File: src/rtl/tmr_pkg.sv
package tmr_pkg;
  // Word offset of a register inside one timer's 16-byte block.
  typedef enum logic [1:0] {
    OFS_CNT  = 2'd0,
    OFS_LOAD = 2'd1,
    OFS_CMP1 = 2'd2,
    OFS_CMP2 = 2'd3
  } tmr_ofs_e;

  // Per-timer event triple; packing order matches status bits 3n..3n+2.
  typedef struct packed {
    logic ovf;
    logic cmp2;
    logic cmp1;
  } tmr_evt_t;
endpackage

File: src/rtl/tmr_tick_sync.sv
module tmr_tick_sync #(
  parameter int STAGES = 2
) (
  input  logic clk,
  input  logic rst,
  input  logic async_in,
  output logic rise
);
  logic [STAGES-1:0] sq;
  logic              last;

  always_ff @(posedge clk) begin
    if (rst) begin
      sq   <= '0;
      last <= 1'b0;
    end else begin
      sq   <= {sq[STAGES-2:0], async_in};
      last <= sq[STAGES-1];
    end
  end

  assign rise = sq[STAGES-1] & ~last;
endmodule

File: src/rtl/tmr_channel.sv
module tmr_channel
  import tmr_pkg::*;
#(
  parameter int CW = 32
) (
  input  logic          clk,
  input  logic          rst,
  input  logic          en,
  input  logic          up,
  input  logic          tick,
  input  logic          wr_en,
  input  tmr_ofs_e      wr_sel,
  input  logic [CW-1:0] wr_data,
  output logic [CW-1:0] cnt,
  output logic [CW-1:0] load,
  output logic [CW-1:0] cmp1,
  output logic [CW-1:0] cmp2,
  output tmr_evt_t      evt
);
  localparam logic [CW-1:0] TOP = '1;

  logic          step, wrap, cnt_wr;
  logic [CW-1:0] nxt;

  assign cnt_wr = wr_en && (wr_sel == OFS_CNT);
  assign step   = en && tick && !cnt_wr;
  assign wrap   = up ? (cnt == TOP) : (cnt == '0);
  assign nxt    = wrap ? load : (up ? cnt + CW'(1) : cnt - CW'(1));

  always_ff @(posedge clk) begin
    if (rst) begin
      cnt  <= '0;
      load <= '0;
      cmp1 <= '0;
      cmp2 <= '0;
    end else begin
      if (cnt_wr)    cnt <= wr_data;
      else if (step) cnt <= nxt;
      if (wr_en && wr_sel == OFS_LOAD) load <= wr_data;
      if (wr_en && wr_sel == OFS_CMP1) cmp1 <= wr_data;
      if (wr_en && wr_sel == OFS_CMP2) cmp2 <= wr_data;
    end
  end

  assign evt.ovf  = step && wrap;
  assign evt.cmp1 = step && (nxt == cmp1);
  assign evt.cmp2 = step && (nxt == cmp2);
endmodule

File: src/rtl/tmr_irq_ctl.sv
module tmr_irq_ctl #(
  parameter int NEV = 9
) (
  input  logic           clk,
  input  logic           rst,
  input  logic [NEV-1:0] evt,
  input  logic [NEV-1:0] gate,
  input  logic           st_wr,
  input  logic           msk_wr,
  input  logic [NEV-1:0] wdata,
  output logic [NEV-1:0] status,
  output logic [NEV-1:0] mask,
  output logic           irq
);
  always_ff @(posedge clk) begin
    if (rst) begin
      status <= '0;
      mask   <= '1;
      irq    <= 1'b0;
    end else begin
      status <= (st_wr ? (status & wdata) : status) | evt;
      if (msk_wr) mask <= wdata;
      irq <= |(status & ~mask & gate);
    end
  end
endmodule

File: src/rtl/trio_timer.sv
module trio_timer
  import tmr_pkg::*;
#(
  parameter int NTMR        = 3,
  parameter int CW          = 32,
  parameter int AW          = 8,
  parameter int SYNC_STAGES = 2
) (
  input  logic            clk,
  input  logic            rst,
  input  logic            bus_sel,
  input  logic            bus_wr,
  input  logic [AW-1:0]   bus_addr,
  input  logic [CW-1:0]   bus_wdata,
  output logic [CW-1:0]   bus_rdata,
  input  logic [NTMR-1:0] ext_tick,
  output logic            irq
);
  localparam int NEV       = 3 * NTMR;
  localparam int CTRL_W    = 4 * NTMR;
  localparam int BLK_W     = AW - 4;
  localparam int CTRL_ADDR = NTMR * 16;
  localparam int STAT_ADDR = CTRL_ADDR + 4;
  localparam int MASK_ADDR = CTRL_ADDR + 8;

  logic             wr_acc, rd_acc;
  logic [BLK_W-1:0] blk;
  tmr_ofs_e         ofs;
  logic             ctrl_hit, stat_hit, mask_hit;

  logic [CTRL_W-1:0]          ctrl_q;
  logic [NTMR-1:0][CW-1:0]    cnt_v, load_v, cmp1_v, cmp2_v;
  logic [NTMR-1:0]            tmr_hit, rise;
  logic [NEV-1:0]             evt_all, gate, status_q, mask_q;
  logic [CW-1:0]              rd_mux;

  assign wr_acc   = bus_sel && bus_wr;
  assign rd_acc   = bus_sel && !bus_wr;
  assign blk      = bus_addr[AW-1:4];
  assign ofs      = tmr_ofs_e'(bus_addr[3:2]);
  assign ctrl_hit = (bus_addr == AW'(CTRL_ADDR));
  assign stat_hit = (bus_addr == AW'(STAT_ADDR));
  assign mask_hit = (bus_addr == AW'(MASK_ADDR));

  always_ff @(posedge clk) begin
    if (rst)                   ctrl_q <= '0;
    else if (wr_acc && ctrl_hit) ctrl_q <= bus_wdata[CTRL_W-1:0];
  end

  for (genvar i = 0; i < NTMR; i++) begin : g_tmr
    tmr_evt_t evt_i;
    logic     tick_i;

    assign tmr_hit[i] = (blk == BLK_W'(i));

    tmr_tick_sync #(.STAGES(SYNC_STAGES)) u_sync (
      .clk      (clk),
      .rst      (rst),
      .async_in (ext_tick[i]),
      .rise     (rise[i])
    );

    assign tick_i = ctrl_q[3*i+1] ? rise[i] : 1'b1;

    tmr_channel #(.CW(CW)) u_chan (
      .clk     (clk),
      .rst     (rst),
      .en      (ctrl_q[3*i]),
      .up      (ctrl_q[3*NTMR+i]),
      .tick    (tick_i),
      .wr_en   (wr_acc && tmr_hit[i]),
      .wr_sel  (ofs),
      .wr_data (bus_wdata),
      .cnt     (cnt_v[i]),
      .load    (load_v[i]),
      .cmp1    (cmp1_v[i]),
      .cmp2    (cmp2_v[i]),
      .evt     (evt_i)
    );

    assign evt_all[3*i +: 3] = evt_i;
    assign gate[3*i +: 3]    = {ctrl_q[3*i+2], 2'b11};
  end

  tmr_irq_ctl #(.NEV(NEV)) u_irq (
    .clk    (clk),
    .rst    (rst),
    .evt    (evt_all),
    .gate   (gate),
    .st_wr  (wr_acc && stat_hit),
    .msk_wr (wr_acc && mask_hit),
    .wdata  (bus_wdata[NEV-1:0]),
    .status (status_q),
    .mask   (mask_q),
    .irq    (irq)
  );

  always_comb begin
    rd_mux = '0;
    for (int i = 0; i < NTMR; i++) begin
      if (blk == BLK_W'(i)) begin
        case (ofs)
          OFS_CNT:  rd_mux = cnt_v[i];
          OFS_LOAD: rd_mux = load_v[i];
          OFS_CMP1: rd_mux = cmp1_v[i];
          OFS_CMP2: rd_mux = cmp2_v[i];
          default:  rd_mux = '0;
        endcase
      end
    end
    if (ctrl_hit) rd_mux = {{(CW-CTRL_W){1'b0}}, ctrl_q};
    if (stat_hit) rd_mux = {{(CW-NEV){1'b0}}, status_q};
    if (mask_hit) rd_mux = {{(CW-NEV){1'b0}}, mask_q};
  end

  always_ff @(posedge clk) begin
    if (rst)         bus_rdata <= '0;
    else if (rd_acc) bus_rdata <= rd_mux;
  end
endmodule

File: config.mk
export PLATFORM = sky130hd
export DESIGN_NAME = trio_timer
export DESIGN_NICKNAME = d
export VERILOG_FILES = /design/src/rtl/tmr_pkg.sv /design/src/rtl/tmr_tick_sync.sv /design/src/rtl/tmr_channel.sv /design/src/rtl/tmr_irq_ctl.sv /design/src/rtl/trio_timer.sv
export SDC_FILE = /design/constraint.sdc
export NUM_CORES = 2
export LEC_CHECK = 0
export ABC_AREA = 1
export BUFFER_PORTS_ARGS = -buffer_cell sky130_fd_sc_hd__buf_4
export CORE_MARGIN = 8
export CORE_UTILIZATION = 58
export DETAILED_ROUTE_END_ITERATION = 12
export HOLD_SLACK_MARGIN = 0.03
export PLACE_DENSITY = 0.79
export REMOVE_ABC_BUFFERS = 1
export SLEW_MARGIN = 25
export SYNTH_ARGS = -nofsm -noshare
export SYNTH_HDL_FRONTEND = slang
export SYNTH_SLANG_ARGS = --single-unit
export TNS_END_PERCENT = 20
File: constraint.sdc
create_clock -name clk -period 2.9 [get_ports clk]
set_input_delay 0.435 -clock clk [delete_from_list [all_inputs] [get_ports clk]]
set_output_delay 0.435 -clock clk [all_outputs]
set_load 0.01 [all_outputs]
### Word-level counts from Yosys, hierarchy flattened

Index checks and enable logic that the tools add are counted.
Widths: inputs -> output; s select.

| word-level totals | value |
|---|---|
| flip-flop bits (word level) | 456 |
| input bits | 47 |
| output and inout bits | 33 |
| logic and storage cells | 133 |

| cells by class | value |
|---|---|
| $add $sub $neg | 6 |
| equal/unequal tests | 17 |
| muxes and demuxes | 28 |
| bitwise gates (word level) | 11 |
| reductions and logical operators | 48 |

Operators with widths:

| operator | count |
|---|---|
| $mux 32 | 18 |
| $pmux 32 s4 | 3 |
| $eq 32x32->1 | 6 |
| $add 32x1->32 const B | 3 |
| $eq 32x32->1 const B | 3 |
| $logic_not 32->1 | 3 |
| $sub 32x1->32 const B | 3 |
| $logic_and 1x1->1 | 35 |
| $and 9x9->9 | 3 |
| $eq 8x6->1 const B | 3 |
| $mux 9 | 1 |
| $not 9->9 | 1 |
| $or 9x9->9 | 1 |
| $reduce_or 9->1 | 1 |
| $mux 1 | 6 |
| $reduce_bool 2->1 | 3 |
| $eq 2x2->1 const B | 2 |
| $eq 4x1->1 const B | 1 |
| $eq 4x2->1 const B | 1 |
| $logic_not 1->1 | 4 |
| $logic_not 4->1 | 1 |
| $and 1x1->1 | 3 |
| $not 1->1 | 3 |
| $eq 2x1->1 const B | 1 |
| $logic_not 2->1 | 1 |

### Longest topological paths before layout

| logic depth | value |
|---|---|
| depth in word-level cells | 8 |
| mapped depth | 23 |
| gate-level depth less buffers | 23 |

### Hierarchy

Synthesis repeated with hierarchy kept, for this count alone.

| unflattened totals | value |
|---|---|
| cell total of the unflattened synthesis | 5729 |
| area total of the unflattened synthesis | 33173.1 sq um |

By module, submodules not included:

| module | instances | cells an instance | area an instance (sq um) | seq. area each (sq um) |
|---|---|---|---|---|
| tmr_channel (g_tmr[1].u_chan ...) | 2 | 1499 | 8938.6 | 2562.5 |
| tmr_channel (g_tmr[0].u_chan) | 1 | 1531 | 8893.5 | 2562.5 |
| trio_timer | 1 | 1070 | 5365.1 | 880.8 |
| tmr_irq_ctl | 1 | 100 | 778.2 | 380.4 |
| tmr_tick_sync | 3 | 10 | 86.3 | 60.1 |

### Least setup slack after synthesis

OpenSTA, ideal clock, no wires.

| timing | value |
|---|---|
| path kind | reg-to-reg |
| start | reg ctrl_q[10] |
| end | reg u_irq.status[4] |
| setup time | 70 ps |
| arrival time | 2780 ps |
| required time | 2830 ps |
| slack | 49 ps |
| cell stages (with the launch flop) | 21 |
| path buffers | 0 |
| period minus slack after synthesis | 2851 ps |
| cell sequence | dfxtp_1 -> inv_1 -> ha_1 -> or2_2 -> nand3_1 -> nand2_1 -> nand2_1 -> nand2_1 -> nand2_1 -> nand2_1 -> nand2_1 -> nand2_1 -> nand2_1 -> nand2_1 -> nand2_1 -> nand2_1 -> nor2_1 -> nand2_1 -> nor2_1 -> nand4_1 -> a21oi_1 |

| between the ends | value |
|---|---|
| longest elaborated chain between the ends | 5 |
| elaborated cells on any way between the ends | 6 |
| those cells by class | eq/ne: 1; mux: 3; bitwise: 1; reduce/logical: 1 |

RTL lines:

| what | line | RTL |
|---|---|---|
| start: declaration | trio_timer.sv:31 | `logic [CTRL_W-1:0] ctrl_q;` |
| start signal: assignment | trio_timer.sv:47 | `else if (wr_acc && ctrl_hit) ctrl_q <= bus_wdata[CTRL_W-1:0];` |
| $mux 32 or $mux 1 (tied branches) | tmr_channel.sv:28, tmr_channel.sv:27 |  |
| $mux 32 (*) | tmr_channel.sv:28 | `assign nxt = wrap ? load : (up ? cnt + CW'(1) : cnt - CW'(1));` |
| $eq 32x32->1 (*) | tmr_channel.sv:47 | `assign evt.cmp2 = step && (nxt == cmp2);` |
| $logic_and 1x1->1 (*) | tmr_channel.sv:47 |  |
| $or 9x9->9 (*) | tmr_irq_ctl.sv:21 | `status <= (st_wr ? (status & wdata) : status) \| evt;` |
| end signal: assignment | tmr_irq_ctl.sv:21 |  |
| end: declaration | tmr_irq_ctl.sv:11 | `output logic [NEV-1:0] status,` |

Mark *: on every way between the ends. The rest lies on a longest branch, timed or not.
A chain may end at the register's enable or synchronous reset.

### Worst setup path after layout

| timing | value |
|---|---|
| start | reg ctrl_q[11] |
| end | reg u_irq.status[7] |

The elaborated chain is that of the path after synthesis.

==> impl_metrics.yaml <==
floorplan:
  io_pins: 80
  core_mm2: 0.0539
  die_y_um: 250
  die_w_um: 250
  die-area_mm2: 0.0624
  rows: 85
  initial_core_util_pct: 58.8
synthesis:
  yosys_warnings: 0
  yosysSeqAreaShare_pct: 28.8
  synth_area_mm2: 0.0317
  ys.flop_type: "dfxtp_1"
  synthArstFlopShare_pct: 0
  synth.most_common_cell: "nand2_1"
  synth_edf_count: 0
  syn_avg_cell_area_um2: 5.97
  syn_inst: 5308
  synth_common_cells: "nand2_1 (1635), inv_1 (685), nand3_1 (511)"
  ys_ff_latch: 456
  yosys-top-cells-area: "dfxtp_1 (29%), nand2_1 (19%), inv_1 (8.1%), nand3_1 (8.1%), a21oi_1 (7.4%)"
  yosys.area.top_type: "dfxtp_1"
  synth_cell_types: 50
  synth_top_cell_area_share_pct: 28.8
setup_path:
  cp.required_ns: 3.44
  r2r_start: "ctrl_q[11]$_SDFFE_PP0P_"
  critPathMaxFanout: 8
  startpoint: "ctrl_q[11]$_SDFFE_PP0P_"
  crit_path_start_kind: "flop"
  criticalPathCategory: "reg2reg"
  crit_path_end_kind: "flop"
  crit_arrival_ns: 3.53
pwr:
  p_leak_nw: 17.9
  ir_worst_vdd_uv: 394
  p_per_area_mw_per_mm2: 386
routing:
  detail_route.wl_per_cell_um: 21.6
  drtIter0Drc: 5596
  wirelength_mm: 137
  avgViaCountPerCell: 6.11
  drcViolationCount: 0
  first_pass_iters: 10
  vias: 38787
  postRouteAntennaNets: 0
outcome:
  outcome: "complete, but fails checks"
  violations: "setup timing"
place:
  hpwl_mm: 98.3
  place_area_mm2: 0.0354
  io_buffers: 79
  placedCellCount: 6234
  gp_congestion: 1.05
timing:
  hold_viol: 0
  period_needed_ns: 2.99
  slew_violations: 0
  setup_violations: 6
  worst_slew_pin_slew_ns: 0.978
  whs_ns: 0.0435
  skew_ns: 0.0308
  slew_headroom_pct: 34.8
  setup_ws_ns: -0.0918
  fmax_ghz: 0.334
  rsz0062_at_grt: "true"
  post-route-period-util_pct: 103
flow_run:
  drv_cap: 0
min_path:
  min-delay-start: "ext_tick[0]"
  hold_class: "in2reg"
clock_network:
  cts_made_buffers: 51
  root_buffer: "clkbuf_16"
  clkLatencyLatePin_ns: 0.63
  clockBufferDepth: 3
  clkTransAtPathRegs_ns: 0.07
  h-tree-depth: 2
  cts_hold_buf: 0
  clock-sinks: 456
  cts_tree: "built"
global_route:
  grt_pass1_wl_mm: 205
  grt_max_degree: 148
  grt_pass1_vias: 35584
  grt_util_all_layers_pct: 41.4
  antenna_found_initial: 6
  grt_overflow: 0
final_layout:
  num-fill-cells: 4622
  design_area_mm2: 0.0393
  finalNetCount: 5747
  final_util_pct: 72.9
  drive_above_1_share_pct: 17.7
  area_growth_syn_to_layout_pct: 24.0
  fin_cells: 6346
==> power by group <==
| part | switching [mW] | leakage, nW | total, mW | internal, mW |
|---|---|---|---|---|
| Sequential | 0.0250 | 3.68 | 6.32 | 6.30 |
| Combinational | 1.49 | 13.4 | 2.11 | 0.625 |
| Clock | 2.91 | 0.824 | 6.74 | 3.83 |
==> cell usage in the layout (no fill, tap or decap), drive strengths merged, types with 46 or more instances in the layout <==
cell type,synthesis,final
nand2,1643,1643
inv,701,703
nand3,514,514
buf,43,477
a21oi,467,467
dfxtp,456,456
o21ai,360,360
nor2,344,345
a31oi,101,101
ha,90,90
clkbuf,194,80
o22ai,52,52
xor2,51,51
o211ai,48,48
nand3b,46,46
==> kinds of logic after synthesis <==
kind of cell / Yosys count / synth area share, %
xor gates and xnor gates: 57 / 1.57
adders and majority gates: 93 / 3.74
and+or+nand+nor: 2628 / 34.6
buffers and inverters: 949 / 11.5
DFF: 456 / 28.8
AOI/OAI and AO/OA: 1125 / 19.8
==> flip-flops by register name (all words and copies together), names as in the netlist <==
| register | cells |
|---|---|
| ctrl_q | 12 |
| g_tmr.u_chan.cnt | 96 |
| g_tmr.u_chan.cmp2 | 96 |
| g_tmr.u_sync.sq | 6 |
| g_tmr.u_chan.load | 96 |
| g_tmr.u_sync.last | 3 |
| g_tmr.u_chan.cmp1 | 96 |
| u_irq.mask | 9 |
| u_irq.status | 9 |
| bus_rdata | 32 |
| u_irq.irq | 1 |
==> layer usage <==
metal  GRT usage [%]  vias to the layer above  routed length, um  part of all wire, %
met2            61.4                     2653              56900                   41
li1                -                    17997                  -                    -
met1            53.2                    17531              51500                   38
met5               0                        -                 56                0.041
met3            12.2                      602              19200                   14
met4            23.3                        4               9490                  6.9
==> metrics by stage <==
step	total power, mW	TNS, ns	setup WS, ns
after floorplan	7.45	-496.54	-1.63
after global placement	8.33	-1.17	-0.264
after detailed placement	8.34	-1.59	-0.318
after CTS	14.9	-0.00790	-0.00683
after global routing	15.5	-1.19	-0.226
final	15.2	-0.323	-0.0918
==> critical path, cell delays in order, from the launching register on <==
cell and delay, ns:
dfxtp_4 0.38, inv_8 0.07, clkbuf_16 0.17, ha_1 0.36, nand2_1 0.18, nor2_2 0.05, buf_4 0.13, nand2_1 0.06
nand3_1 0.10, a21oi_2 0.28, nand2_1 0.09, nand2_1 0.10, nand2_1 0.07, nand2_1 0.14, nand3_1 0.09, nand2_1 0.06
nand2_1 0.09, nor2_2 0.12, nand2_1 0.07, nor2_2 0.12, nand2_1 0.07, a21oi_1 0.11
==> final timing paths <==
kind	slack [ns]	depth (start not counted)	endpoint
max reg2reg	-0.09	21	u_irq.status[7]$_SDFF_PP0_
min reg2reg	0.40	2	g_tmr[1].u_sync.sq[1]$_SDFF_PP0_
min	0.04	3	g_tmr[0].u_sync.sq[0]$_SDFF_PP0_
max	-0.09	21	u_irq.status[7]$_SDFF_PP0_
==> area by class of cell <==
class,count,area (um2),area share [%]
multi-input combinational,3904,20800,53.0
sequential,456,9150,23.3
timing repair buffer,482,4040,10.3
inverter,712,2690,6.85
clock buffer,75,1530,3.89
tap,696,871,2.22
clock inverter,19,181,0.462
antenna,2,5.00,0.0127
==> timing repair <==
| item | 4_1_cts | 5_1_grt |
|---|---|---|
| setup endpoints to repair | 6 | 6 |
| buffers inserted | 1 | 9 |
| gates cloned | 1 | 6 |
| pin swaps | 14 | 43 |
| resized for setup | 182 | 236 |
No activity file was read; power rests on OpenSTA's default activity.
